--- src/rtl/ac97_frame_pkg.sv ---
package ac97_frame_pkg;
  // strobes from the frame sequencer to the shift datapath
  typedef struct packed {
    logic clear;    // empty the playback shifter
    logic load;     // take a new playback frame
    logic shift;    // advance playback by one bit
    logic capture;  // copy the capture shifter to the hold registers
  } frameStrobe_t;
endpackage

--- src/rtl/ac97_frame_ctrl.sv ---
module ac97_frame_ctrl
  import ac97_frame_pkg::*;
#(
  parameter int TAG_BITS  = 16,
  parameter int SLOT_BITS = 20,
  parameter int SLOTS     = 13,
  localparam int FRAME_BITS = TAG_BITS + (SLOTS - 1) * SLOT_BITS,
  localparam int CNT_W      = $clog2(FRAME_BITS)
) (
  input  logic         bitClk,
  input  logic         rstN,
  input  logic         resetReq,
  output frameStrobe_t stb,
  output logic         frameSync,
  output logic         frameDone,
  output logic         codecResetN
);
  localparam logic [CNT_W-1:0] LAST_BIT = CNT_W'(FRAME_BITS - 1);
  localparam logic [CNT_W-1:0] TAG_END  = CNT_W'(TAG_BITS);

  logic [CNT_W-1:0] bitCnt;
  logic [CNT_W-1:0] nextCnt;
  logic             running;

  assign nextCnt = (bitCnt == LAST_BIT) ? '0 : bitCnt + 1'b1;

  always_ff @(posedge bitClk or negedge rstN) begin
    if (!rstN) begin
      bitCnt      <= LAST_BIT;
      running     <= 1'b0;
      frameSync   <= 1'b0;
      frameDone   <= 1'b0;
      codecResetN <= 1'b0;
    end else begin
      codecResetN <= ~resetReq;
      if (resetReq) begin
        bitCnt    <= LAST_BIT;
        running   <= 1'b0;
        frameSync <= 1'b0;
        frameDone <= 1'b0;
      end else begin
        bitCnt    <= nextCnt;
        running   <= 1'b1;
        frameSync <= (nextCnt < TAG_END);
        frameDone <= running && (bitCnt == LAST_BIT);
      end
    end
  end

  always_comb begin
    stb.clear   = resetReq;
    stb.load    = !resetReq && (nextCnt == '0);
    stb.shift   = !resetReq && (nextCnt != '0);
    stb.capture = !resetReq && running && (bitCnt == LAST_BIT);
  end

  // the done pulse never lasts longer than one cycle
  a_r5_done_pulse: assert property (@(posedge bitClk) disable iff (!rstN)
    frameDone |=> !frameDone);

  // the pulse lands in the first bit of the following frame
  a_r5_done_at_wrap: assert property (@(posedge bitClk) disable iff (!rstN)
    frameDone |-> bitCnt == '0);

  // sync drops exactly when the first data slot begins
  a_r1_sync_width: assert property (@(posedge bitClk) disable iff (!rstN)
    ($fell(frameSync) && !$past(resetReq)) |-> bitCnt == TAG_END);

  // a codec reset request silences the link on the next edge
  a_r7_link_quiet: assert property (@(posedge bitClk) disable iff (!rstN)
    resetReq |=> (!frameSync && !codecResetN && !frameDone));
endmodule

--- src/rtl/ac97_frame_dp.sv ---
module ac97_frame_dp
  import ac97_frame_pkg::*;
#(
  parameter int TAG_BITS  = 16,
  parameter int SLOT_BITS = 20,
  parameter int SLOTS     = 13,
  localparam int DATA_BITS  = (SLOTS - 1) * SLOT_BITS,
  localparam int FRAME_BITS = TAG_BITS + DATA_BITS
) (
  input  logic                 bitClk,
  input  logic                 rstN,
  input  frameStrobe_t         stb,
  input  logic [TAG_BITS-1:0]  txTag,
  input  logic [DATA_BITS-1:0] txData,
  input  logic                 sdataIn,
  output logic                 sdataOut,
  output logic [TAG_BITS-1:0]  rxTag,
  output logic [DATA_BITS-1:0] rxData
);
  logic [FRAME_BITS-1:0] txShift;
  logic [FRAME_BITS-1:0] rxShift;
  logic [FRAME_BITS-1:0] rxHold;

  // playback: the head of the shifter is the bit on the line
  always_ff @(posedge bitClk or negedge rstN) begin
    if (!rstN)            txShift <= '0;
    else if (stb.clear)   txShift <= '0;
    else if (stb.load)    txShift <= {txTag, txData};
    else if (stb.shift)   txShift <= txShift << 1;
  end

  assign sdataOut = txShift[FRAME_BITS-1];

  // capture: sampled mid-bit on the falling edge
  always_ff @(negedge bitClk or negedge rstN) begin
    if (!rstN) rxShift <= '0;
    else       rxShift <= {rxShift[FRAME_BITS-2:0], sdataIn};
  end

  always_ff @(posedge bitClk or negedge rstN) begin
    if (!rstN)            rxHold <= '0;
    else if (stb.capture) rxHold <= rxShift;
  end

  assign rxTag  = rxHold[FRAME_BITS-1 -: TAG_BITS];
  assign rxData = rxHold[DATA_BITS-1:0];

  // captured words only move on a capture strobe
  a_r5_rx_hold: assert property (@(posedge bitClk) disable iff (!rstN)
    !stb.capture |=> $stable(rxHold));

  // the playback line is low after a clear strobe
  a_r7_out_quiet: assert property (@(posedge bitClk) disable iff (!rstN)
    stb.clear |=> !sdataOut);
endmodule

--- src/rtl/ac97_frame_gen.sv ---
module ac97_frame_gen
  import ac97_frame_pkg::*;
#(
  parameter int TAG_BITS  = 16,
  parameter int SLOT_BITS = 20,
  parameter int SLOTS     = 13,
  localparam int DATA_BITS = (SLOTS - 1) * SLOT_BITS
) (
  input  logic                 bitClk,
  input  logic                 rstN,
  input  logic                 codecResetReq,
  input  logic [TAG_BITS-1:0]  txTag,
  input  logic [DATA_BITS-1:0] txData,
  input  logic                 sdataIn,
  output logic                 frameSync,
  output logic                 sdataOut,
  output logic                 codecResetN,
  output logic [TAG_BITS-1:0]  rxTag,
  output logic [DATA_BITS-1:0] rxData,
  output logic                 frameDone
);
  frameStrobe_t stb;

  ac97_frame_ctrl #(.TAG_BITS(TAG_BITS), .SLOT_BITS(SLOT_BITS), .SLOTS(SLOTS)) u_ctrl (
    .bitClk(bitClk), .rstN(rstN), .resetReq(codecResetReq), .stb(stb),
    .frameSync(frameSync), .frameDone(frameDone), .codecResetN(codecResetN));

  ac97_frame_dp #(.TAG_BITS(TAG_BITS), .SLOT_BITS(SLOT_BITS), .SLOTS(SLOTS)) u_dp (
    .bitClk(bitClk), .rstN(rstN), .stb(stb), .txTag(txTag), .txData(txData),
    .sdataIn(sdataIn), .sdataOut(sdataOut), .rxTag(rxTag), .rxData(rxData));
endmodule

--- config.mk ---
export PLATFORM = sky130hd
export DESIGN_NAME = ac97_frame_gen
export DESIGN_NICKNAME = d
export VERILOG_FILES = /design/src/rtl/ac97_frame_pkg.sv /design/src/rtl/ac97_frame_ctrl.sv /design/src/rtl/ac97_frame_dp.sv /design/src/rtl/ac97_frame_gen.sv
export SDC_FILE = /design/constraint.sdc
export NUM_CORES = 1
export LEC_CHECK = 0
export BUFFER_PORTS_ARGS = -buffer_cell sky130_fd_sc_hd__buf_2
export CORE_ASPECT_RATIO = 0.7
export CORE_MARGIN = 3
export CORE_UTILIZATION = 30
export DETAILED_ROUTE_END_ITERATION = 10
export SLEW_MARGIN = 0
export SYNTH_ARGS = -nofsm -noshare
export SYNTH_HDL_FRONTEND = slang
export SYNTH_HIERARCHICAL = 1
export SYNTH_SLANG_ARGS = --single-unit
--- constraint.sdc ---
create_clock -name bitClk -period 3.1 [get_ports bitClk]
set_input_delay 0.31 -clock bitClk [delete_from_list [all_inputs] [get_ports bitClk]]
set_output_delay 0.31 -clock bitClk [all_outputs]
set_load 0.05 [all_outputs]
* Word-level counts from Yosys, hierarchy flattened *
Cells that the tools add are included.
W data, S select, Z words.

cells by class
  order comparisons = 1
  multiplexer cells = 8
  equal/unequal tests = 1
  $add $sub $neg = 1
  bitwise logic cells = 1
  reductions and logical operators = 9

operator list
  cell                   number
  $mux W256              3
  $mux W8                2
  $add A8 B1 Y8 const B  1
  $eq A8 B8 Y1 const B   1
  $logic_not A8 Y1       1
  $lt A8 B5 Y1 const B   1
  $reduce_bool A8 Y1     1
  $logic_and A1 B1 Y1    5
  $mux W1                3
  $reduce_bool A3 Y1     1
  $logic_not A1 Y1       1
  $not A1 Y1             1

word-level totals
  word-level logic and storage cells = 29
  flip-flop bits (word level) = 780
  bits of input ports = 260

* Logic depth before layout (Yosys ltp) *
  depth after elaboration = 7
  mapped depth = 10
  mapped depth without buffers = 7

* By module *
Netlist, hierarchy kept.

by module, submodules not included
  module           area an instance (µm²)  times used  seq. area each (µm²)  cells an instance
  ac97_frame_dp    30,381.6                1           19,218.4              1,934
  ac97_frame_ctrl  615.6                   1           285.3                 56

==> summary.md <==
| Metric | Value |
|---|---|
| Status | `finished, final reports clean` |
| Synth Warn # | `6` |
| Placeable Area | `101000 µm²` |
| PD cells | `599 nW/µm²` |
| CTS max path bufs | `3` |
| Fin. max-slew vios | `0` |
| Post-route cell area | `40600 µm²` |
| Post-CTS resize count | `0` |
| Drt first pass iters | `4` |
| Final-report hold violation count | `0` |
| Die width | `390 µm` |
| Min-delay worst type | `input port to register` |
| WL final | `76000 µm` |
| Worst Path Required | `3.55 ns` |
| Largest net degree at the start of global routing | `142` |
| DIE AREA | `107000 µm²` |
| Num rows | `97` |
| Top cells by area, synth | `dfrtp_1, dfrtn_1, a211oi_2` |
| Layout cells sized above 1 | `43.3%` |
| CP startpoint kind | `register` |
| Critical Path End Type | `register` |
| DRC | `0` |
| Worst slack, placed | `0.303 ns` |
| Final setup violation count | `0` |
| Pleak | `19.9 nW` |
| Mapped Area | `31000 µm²` |
| Post-DP Area | `35400 µm²` |
| Count leader, synth | `dfrtp_1` |
| Tightest Pin Transition | `1.11 ns` |
| Mean Syn Cell Area | `15.6 µm²` |
| Root Buffer | `clkbuf_16` |
| Seq cells post-synth | `779` |
| Gate Count Post-Synth | `1990` |
| Violation count after the first detailed-route iteration | `801` |
| Post-route ant nets | `0` |
| Layout area overhead | `31.0%` |
| Post-synth top cells | `dfrtp_1, dfrtn_1, mux2_2` |
| Synthesized Nets | `2252` |
| Later-pin clock latency in the skew report | `0.68 ns` |
| Total GRT Usage | `14.1%` |
| Crit share post-route | `91.9%` |
| Worst setup path start | `u_ctrl/bitCnt[0]` |
| Max cap viols | `0` |
| Initial Util | `30.6%` |
| Worst hold path depth | `3` |
| Total grt overflow | `0` |
| Die Span Y | `275 µm` |
| GP Congestion | `0.763` |
| Fin worst setup slack | `0.252 ns` |
| Postcts setup bufs | `0` |
| Slew headroom | `25.9%` |
| Yosys top cell area share | `41.6%` |
| Final setup TNS | `0 ns` |
| WS Path Type | `register to register` |
| Clk sinks | `779` |
| Final net count | `3049` |
| Vias in the first global route | `20100` |
| Clock buffer count from CTS | `79` |
| Reg2reg start | `u_ctrl/bitCnt[0]` |
| Hold path start | `txData[104]` |
| First-pass GRT wire length | `120000 µm` |
| Mean routed wirelength per cell | `18.1 µm` |
| PortBufs | `519` |
| Post-synth ARST share | `100%` |
| Total chip power | `24.4 mW` |
| CTS tree | `built` |
| FMAX | `351 MHz` |
| Clock-pin slew on the worst setup and hold paths | `0.06 ns` |
| Ys flop type | `dfrtp_1` |
| Via count | `18700` |
| RSZ-0062 raised after global routing | `no` |
| R2R cell count | `9` |
| Cell variety after synth | `47` |
| EDFF count, synth | `0` |
| Crit path max fanout | `38` |
| Minimum clock period | `2.85 ns` |
| Initial antenna violation count | `11` |
| CTS H-tree depth | `3` |
| Peak supply drop | `0.000522 V` |
| Sequential fraction of the synthesis area | `62.9%` |
| I/O Pins | `520` |
| Post-DP HPWL | `50700 µm` |
| Vias per cell | `4.46` |
| Leading area contributor after synthesis | `dfrtp_1` |
| Worst EP arrival | `3.30 ns` |
| Layout Skew | `0.0571 ns` |
## worst max-delay path, stage by stage, from the launching register on
cell and delay [ns]:
dfstp_2 0.58, ha_1 0.33, nand3_1 0.19, nor2_4 0.17
o221a_1 0.27, and3_4 0.32, buf_12 0.23, buf_4 0.26
nor2b_1 0.20, a211oi_2 0.06
## per-stage QoR
stage | instances | utilization, % | hold WS [ns]
after floorplan | 1990 | - | 0.0144
after global placement | 3786 | 34.9 | 0.253
after detailed placement | 3786 | 34.9 | 0.249
after CTS | 4185 | 40.1 | 0.00596
after global routing | 4187 | 40.1 | 0.0315
final | 4189 | 40.1 | 0.0708
## registers in the layout, summed over array words and instances (netlist names)
signal and flops:
u_ctrl/frameDone 1, u_ctrl/frameSync 1, u_ctrl/codecResetN 1, u_ctrl/bitCnt 8
u_dp/txShift 256, u_dp/rxShift 256, u_dp/rxHold 256
## cell usage in the layout (no fill, tap or decap), drive strengths merged, types with 4 or more instances in the layout
| cell type | count |
|---|---|
| buf | 602 |
| dfrtp | 515 |
| dlygate4sd3 | 256 |
| mux2 | 256 |
| dfrtn | 256 |
| a211oi | 256 |
| mux2i | 255 |
| nor2b | 255 |
| clkbuf | 113 |
| clkinv | 23 |
| dfstp | 8 |
| nand2 | 6 |
| diode | 4 |
| nand3 | 4 |
| a21oi | 4 |
| inv | 4 |
## final cells by class
cell class              instances  area [µm²]
fillers                      9407       60600
inverters                       3        18.8
diodes                          4        10.0
flip-flops and latches        779       19500
clock buffers                 113        2300
multi-input cells            1066       10500
clock inverters                30         399
repair buffers                858        6270
well taps                    1336        1670
## cell families (layout without fill, tap and decap cells)
kind of cell    Yosys count  in the layout  share of synthesized area [%]
buf+inv                 145           1004                           3.42
fa+ha+maj                 2              2                         0.0807
compound gates          269            269                           10.2
flops                   779            779                           62.9
mux                     511            511                           17.5
simple gates            281            281                           5.73
xor+xnor                  3              3                         0.0848
other cells               0              4                              0
## repair_timing
item	CTS	global route
endpoints found under the setup margin	0	0
hold buffers	256	0
endpoints found under the hold margin	427	0
## where the power goes
part           switching (mW)  internal [mW]
logic                    2.27           1.37
clock network            4.22           5.50
registers               0.302           10.7
## per-layer routing
layer  GRT usage, %  up-vias  share of wire [%]  wire, µm
met4           3.49       10                1.9      1480
met1           19.1     9468                 45     34500
met2           21.9      390                 46     34600
li1               -     8704                  -         -
met3           4.85      111                7.0      5310
met5              0        -              0.079        60
## path summary, 6_finish.rpt
path / end / slack, ns
worst max register to register: u_dp/txShift[17] / 0.25
worst max-delay path: u_dp/txShift[17] / 0.25
worst min register to register: u_dp/rxShift[36] / 0.30
worst min-delay path: u_dp/txShift[104] / 0.07
max in group asynchronous: u_dp/rxShift[190] / 0.77
min in group asynchronous: u_dp/rxHold[124] / 0.13
Note: power is estimated with default switching activity, not from simulation.
